$ cat src/rtl/dbg_cmd_seq.sv
module dbg_cmd_seq #(
  parameter int RST_CYCLES = 512
) (
  input  logic        clk,
  input  logic        rst_n,
  input  logic        xfer_valid,
  input  logic [15:0] xfer_in,
  output logic [16:0] resp_out,
  output logic        mem_req,
  output logic        mem_we,
  output logic [1:0]  mem_size,
  output logic [2:0]  mem_fc,
  output logic [31:0] mem_addr,
  output logic [31:0] mem_wdata,
  input  logic [31:0] mem_rdata,
  input  logic        mem_ack,
  input  logic        mem_berr,
  output logic        periph_rst,
  output logic        exit_pulse,
  output logic        exit_call
);
  localparam int CW = $clog2(RST_CYCLES + 1);
  localparam logic [16:0] R_OK   = 17'h0FFFF;
  localparam logic [16:0] R_NR   = 17'h10000;
  localparam logic [16:0] R_ILL  = 17'h1FFFF;
  localparam logic [16:0] R_BERR = 17'h10001;

  localparam logic [3:0] OP_NOP = 4'd0, OP_RREG = 4'd1, OP_WREG = 4'd2, OP_RSYS = 4'd3,
                         OP_WSYS = 4'd4, OP_READ = 4'd5, OP_WRITE = 4'd6, OP_DUMP = 4'd7,
                         OP_FILL = 4'd8, OP_GO = 4'd9, OP_CALL = 4'd10, OP_RST = 4'd11;

  typedef enum logic [1:0] {ST_CMD, ST_OPND, ST_BUSY, ST_RESHI} st_t;
  st_t state;

  logic [3:0]  op_q, ix_q;
  logic [1:0]  sz_q;
  logic [2:0]  need;
  logic [1:0]  got;
  logic [15:0] sr, lo_q;
  logic [31:0] addr_lat, rd_ptr, wr_ptr;
  logic [31:0] regs [16];
  logic [31:0] sys  [4];
  logic [16:0] resp_q;
  logic [CW-1:0] rst_cnt;

  logic [3:0]  c_op;
  logic [1:0]  c_sz;
  logic        last;
  logic [31:0] wdat, lword, inc_c, inc_q;

  assign c_op  = xfer_in[15:12];
  assign c_sz  = xfer_in[7:6];
  assign last  = ({1'b0, got} == need - 3'd1);
  assign lword = {sr, xfer_in};
  assign wdat  = (sz_q == 2'd2) ? lword : (sz_q == 2'd1) ? {16'h0, xfer_in} : {24'h0, xfer_in[7:0]};
  assign inc_c = 32'd1 << c_sz;
  assign inc_q = 32'd1 << sz_q;
  assign resp_out   = resp_q;
  assign periph_rst = (rst_cnt != '0);

  always_ff @(posedge clk or negedge rst_n) begin
    if (!rst_n) begin
      state <= ST_CMD;
      op_q <= '0; ix_q <= '0; sz_q <= '0; need <= '0; got <= '0;
      sr <= '0; lo_q <= '0; addr_lat <= '0; rd_ptr <= '0; wr_ptr <= '0;
      for (int i = 0; i < 16; i++) regs[i] <= '0;
      for (int i = 0; i < 4; i++) sys[i] <= '0;
      resp_q <= R_OK;
      rst_cnt <= '0;
      mem_req <= 1'b0; mem_we <= 1'b0; mem_size <= '0; mem_fc <= '0;
      mem_addr <= '0; mem_wdata <= '0;
      exit_pulse <= 1'b0; exit_call <= 1'b0;
    end else begin
      exit_pulse <= 1'b0;
      if (rst_cnt != '0) rst_cnt <= rst_cnt - CW'(1);
      if (state == ST_BUSY) begin
        if (mem_ack || mem_berr) begin
          mem_req <= 1'b0;
          state   <= ST_CMD;
          if (mem_berr)           resp_q <= R_BERR;
          else if (mem_we)        resp_q <= R_OK;
          else if (sz_q == 2'd2) begin
            resp_q <= {1'b0, mem_rdata[31:16]};
            lo_q   <= mem_rdata[15:0];
            state  <= ST_RESHI;
          end
          else if (sz_q == 2'd1)  resp_q <= {1'b0, mem_rdata[15:0]};
          else                    resp_q <= {9'h0, mem_rdata[7:0]};
        end
      end else if (xfer_valid) begin
        case (state)
          ST_RESHI: begin
            resp_q <= {1'b0, lo_q};
            state  <= ST_CMD;
          end
          ST_OPND: begin
            sr  <= xfer_in;
            got <= got + 2'd1;
            if (got == 2'd1) addr_lat <= lword;
            if (last) begin
              state  <= ST_CMD;
              resp_q <= R_OK;
              case (op_q)
                OP_WREG: regs[ix_q] <= lword;
                OP_WSYS: sys[ix_q[1:0]] <= lword;
                OP_READ: begin
                  mem_req <= 1'b1; mem_we <= 1'b0; mem_size <= sz_q; mem_fc <= sys[0][2:0];
                  mem_addr <= lword; rd_ptr <= lword;
                  state <= ST_BUSY; resp_q <= R_NR;
                end
                OP_WRITE: begin
                  mem_req <= 1'b1; mem_we <= 1'b1; mem_size <= sz_q; mem_fc <= sys[1][2:0];
                  mem_addr <= addr_lat; wr_ptr <= addr_lat; mem_wdata <= wdat;
                  state <= ST_BUSY; resp_q <= R_NR;
                end
                default: begin
                  mem_req <= 1'b1; mem_we <= 1'b1; mem_size <= sz_q; mem_fc <= sys[1][2:0];
                  mem_addr <= wr_ptr + inc_q; wr_ptr <= wr_ptr + inc_q; mem_wdata <= wdat;
                  state <= ST_BUSY; resp_q <= R_NR;
                end
              endcase
            end else begin
              resp_q <= R_NR;
            end
          end
          default: begin
            op_q <= c_op;
            sz_q <= c_sz;
            ix_q <= xfer_in[3:0];
            got  <= '0;
            resp_q <= R_OK;
            case (c_op)
              OP_NOP: ;
              OP_RREG: begin
                resp_q <= {1'b0, regs[xfer_in[3:0]][31:16]};
                lo_q   <= regs[xfer_in[3:0]][15:0];
                state  <= ST_RESHI;
              end
              OP_RSYS: begin
                resp_q <= {1'b0, sys[xfer_in[1:0]][31:16]};
                lo_q   <= sys[xfer_in[1:0]][15:0];
                state  <= ST_RESHI;
              end
              OP_WREG, OP_WSYS: begin
                need <= 3'd2; state <= ST_OPND; resp_q <= R_NR;
              end
              OP_READ, OP_WRITE, OP_FILL, OP_DUMP: begin
                if (c_sz == 2'd3) resp_q <= R_ILL;
                else if (c_op == OP_DUMP) begin
                  mem_req <= 1'b1; mem_we <= 1'b0; mem_size <= c_sz; mem_fc <= sys[0][2:0];
                  mem_addr <= rd_ptr + inc_c; rd_ptr <= rd_ptr + inc_c;
                  state <= ST_BUSY; resp_q <= R_NR;
                end else begin
                  state <= ST_OPND; resp_q <= R_NR;
                  if (c_op == OP_READ)       need <= 3'd2;
                  else if (c_op == OP_WRITE) need <= (c_sz == 2'd2) ? 3'd4 : 3'd3;
                  else                       need <= (c_sz == 2'd2) ? 3'd2 : 3'd1;
                end
              end
              OP_GO, OP_CALL: begin
                exit_pulse <= 1'b1;
                exit_call  <= (c_op == OP_CALL);
              end
              OP_RST: rst_cnt <= CW'(RST_CYCLES);
              default: resp_q <= R_ILL;
            endcase
          end
        endcase
      end
    end
  end

  assert_hold_R5: assert property (@(posedge clk) disable iff (!rst_n)
    mem_req && !mem_ack && !mem_berr |=> mem_req && $stable(mem_addr) && $stable(mem_fc));
  assert_rdfc_R5: assert property (@(posedge clk) disable iff (!rst_n)
    $rose(mem_req) && !mem_we |-> mem_fc == sys[0][2:0]);
  assert_busy_nr_R7: assert property (@(posedge clk) disable iff (!rst_n)
    mem_req && xfer_valid |-> resp_out == R_NR);
  assert_berr_R9: assert property (@(posedge clk) disable iff (!rst_n)
    mem_req && mem_berr |=> resp_out == R_BERR);
  assert_rst_src_R12: assert property (@(posedge clk) disable iff (!rst_n)
    $rose(periph_rst) |-> $past(xfer_valid && state == ST_CMD && xfer_in[15:12] == OP_RST));
  assert_exit_src_R13: assert property (@(posedge clk) disable iff (!rst_n)
    $rose(exit_pulse) |-> $past(xfer_valid && state == ST_CMD && (xfer_in[15:12] == OP_GO || xfer_in[15:12] == OP_CALL)));
endmodule

$ cat config.mk
export PLATFORM = sky130hd
export DESIGN_NAME = dbg_cmd_seq
export DESIGN_NICKNAME = d
export VERILOG_FILES = /design/src/rtl/dbg_cmd_seq.sv
export SDC_FILE = /design/constraint.sdc
export NUM_CORES = 2
export LEC_CHECK = 0
export BUFFER_PORTS_ARGS = -buffer_cell sky130_fd_sc_hd__buf_4
export CORE_AREA = 2 2 273 275
export CTS_BUF_LIST = sky130_fd_sc_hd__clkbuf_16
export CTS_CLUSTER_SIZE = 12
export DETAILED_ROUTE_END_ITERATION = 7
export DIE_AREA = 0 0 275 277
export GPL_TIMING_DRIVEN = 0
export PLACE_DENSITY = 0.72
export SYNTH_ARGS = -nofsm -noshare
export SYNTH_HDL_FRONTEND = slang
export SYNTH_SLANG_ARGS = --single-unit
$ cat constraint.sdc
create_clock -name clk -period 3.2 [get_ports clk]
set_input_delay 0 -clock clk [delete_from_list [all_inputs] [get_ports clk]]
set_output_delay 0 -clock clk [all_outputs]
set_load 0.05 [all_outputs]
==> flow_summary.json <==
{
  "layout_setup_ws_ns": -0.0418,
  "vias_per_cell": 6.64,
  "fin_nets": 3707,
  "hpwlAfterDp_um": 108000,
  "synth_cells": 3314,
  "reg2reg_slack_ns": -0.04,
  "wl_met1_um": 58200,
  "grt_usage": 0.391,
  "cp-end-kind": "flop",
  "io_pins": 144,
  "vias": 31100,
  "clk_latency_ns": 0.68,
  "drt_first_pass_iters": 6,
  "max_freq_ghz": 0.308,
  "synthArstFlopShare": 1.00,
  "power_frac_comb": 0.318,
  "grt_max_degree": 133,
  "ys.flop_type": "dfrtp_1",
  "antenna_found_initial": 4,
  "finalSetupViolCount": 48,
  "power.share.sequential": 0.409,
  "numCtsBuffers": 95,
  "drcViolationCount": 0,
  "finalCriticalPeriod_ns": 3.24,
  "status": "finished with violations",
  "placed_area_um2": 45300,
  "drive_gt1_frac": 0.362,
  "final_area_um2": 49300,
  "dr.max_layer_used": "met4",
  "grt_pass1_vias": 31600,
  "synth_seq_cells": 885,
  "die_h_um": 277,
  "holdCritPathClass": "in -> async",
  "die-area_um2": 76200,
  "swShare": 0.397,
  "setup.worst_path.class": "reg -> reg",
  "ir_drop_mv": 0.736,
  "synth_edf_count": 0,
  "met2_wirelength_um": 67900,
  "ant_nets": 0,
  "finalCritPeriodShare": 1.01,
  "crit_path_start_kind": "flop",
  "final_max_slew_viol_count": 0,
  "cts_tree": "done",
  "crit_required_ns": 3.75,
  "wl_per_cell_um": 31.4,
  "clock-sinks": 885,
  "max_slew_margin": 0.115,
  "layout_common_cells": "dfrtp_1, mux2_2, nand2_1",
  "cts-root-buf": "clkbuf_16",
  "p_clk_frac": 0.273,
  "fin_tns_setup_ns": -0.789,
  "die_w_um": 275,
  "violations": "hold timing, setup timing",
  "syn2layout_area_growth_pct": 15.1,
  "num_rows": 100,
  "worst_slew_pin_slew_ns": 1.33,
  "htree_levels": 3,
  "total_power_uw": 38200,
  "synth_fp_nets": 3380,
  "routed_wl_um": 147000,
  "skew_ns": 0.0243,
  "hold_viol": 2,
  "p_switching_uw": 15200,
  "power_per_cell_area_nw_per_um2": 775,
  "hold_ws_ns": -0.00137,
  "rsz0062_at_grt": "true",
  "ys_types": 86,
  "crit_fanout": 10,
  "clkSlewWorstSetupHoldPaths_ns": 0.06,
  "numPortBuffers": 140,
  "synth_seq_area_share": 0.518,
  "netlist_area_um2": 42800,
  "worstPathArrival_ns": 3.79,
  "cellInternalPower_uw": 23000,
  "grt_pass1_wl_um": 215000,
  "layout_commonest_cell": "dfrtp_1",
  "core_um2": 73600,
  "synth_area_per_cell_um2": 12.9,
  "p_leak_uw": 0.0231,
  "gp_congestion": 1.02,
  "place_ws_ns": -1.16,
  "ctsLongestPathBuffers": 3,
  "grt.overflow.total": 0,
  "start_util": 0.582,
  "drv_cap": 0,
  "met3_length_um": 12000,
  "drt_iter0_drc": 3668,
  "synth_warnings": 0
}
power by group through the flow:
stage	clock network [µW]	registers (µW)	logic, µW
finish	10400	15600	12200
global route	11000	15700	12800
CTS	10500	15500	11800
detailed placement	0	15700	11600
global placement	0	15500	11300
floorplan	0	16200	5910
metal layers:
| layer | GRT usage | up-vias |
|---|---|---|
| li1 | - | 12900 |
| met1 | 0.539 | 16400 |
| met2 | 0.597 | 1542 |
| met3 | 0.0663 | 347 |
| met4 | 0.211 | 0 |
| met5 | 0 | - |
stage by stage:
| stage | std cells | util |
|---|---|---|
| 2_1_floorplan | 3314 | - |
| 3_3_place_gp | 4423 | 0.613 |
| 3_5_place_dp | 4430 | 0.616 |
| 4_1_cts | 4663 | 0.666 |
| 5_1_grt | 4685 | 0.670 |
| 6_report | 4687 | 0.670 |
area by class of cell:
class / instances / area, µm²
inverter: 29 / 109
clock buffer: 95 / 2380
clock inverter: 77 / 531
sequential: 885 / 22200
timing repair buffer: 231 / 2140
fill: 5375 / 24200
buffer: 303 / 1390
tap: 969 / 1210
multi-input combinational: 2096 / 19400
antenna: 2 / 5.00
logic make-up (layout without fill, tap and decap cells):
kind of cell             after synthesis  count (layout)  share of synthesized area
XOR/XNOR                              56              56                     0.0115
buffers and inverters                333             735                     0.0346
multiplexers                         884             884                      0.283
adder cells (fa/ha/maj)               14              14                    0.00438
flip-flops                           885             885                      0.518
AO/OA/AOI/OAI                        502             502                     0.0759
other                                  0               2                          0
AND/OR/NAND/NOR                      640             640                     0.0734
synthesized netlist by cell type, drive strengths merged (40+ instances only):
cell type,n,area [µm²]
dfrtp,869,21700
mux2,687,7740
nand2,264,991
mux4,192,4320
clkbuf,185,697
nor2,145,544
a21oi,136,692
buf,119,676
o21ai,94,470
nand3,51,255
o22ai,48,300
a211oi,40,300
worst max-delay path: stages, from the launching register on:
cell	delay [ns]
dfrtp_1	0.42
inv_1	0.07
ha_1	0.21
xnor2_1	0.32
and3_1	0.21
buf_2	0.20
nand4_1	0.27
nor2_1	0.61
buf_2	0.43
mux2_2	0.38
registers in the layout, summed over array words and instances (netlist names), 2 cells and up:
signal and flops:
mem_fc 3, ix_q 4, rd_ptr 32, need 3
rst_cnt 10, mem_addr 32, wr_ptr 32, addr_lat 32
sys 128, state 2, got 2, mem_size 2
op_q 4, sr 16, sz_q 2, lo_q 16
regs 512, mem_wdata 32, resp_out 17
worst paths after layout:
path	startpoint	end	depth (start not counted)
hold / removal	rst_n	wr_ptr[11]$_DFFE_PN0P_	2
setup / recovery	need[0]$_DFFE_PN0P_	sys[106]$_DFFE_PN0P_	9
hold reg to reg	mem_wdata[24]$_DFFE_PN0P_	mem_wdata[24]$_DFFE_PN0P_	2
min in group clk	mem_rdata[30]	resp_out[14]$_DFFE_PN1P_	5
max in group asynchronous	rst_n	regs[230]$_DFFE_PN0P_	5
setup reg to reg	need[0]$_DFFE_PN0P_	sys[106]$_DFFE_PN0P_	9
repair_timing:
item                       CTS  global route
pin swaps                   11            16
resized for setup           34            22
setup buffers               15            22
hold buffers                47             0
gates cloned                 0             0
hold endpoints to repair   175             0
setup endpoints to repair  330           431
Power figures use the tool's default switching activity.
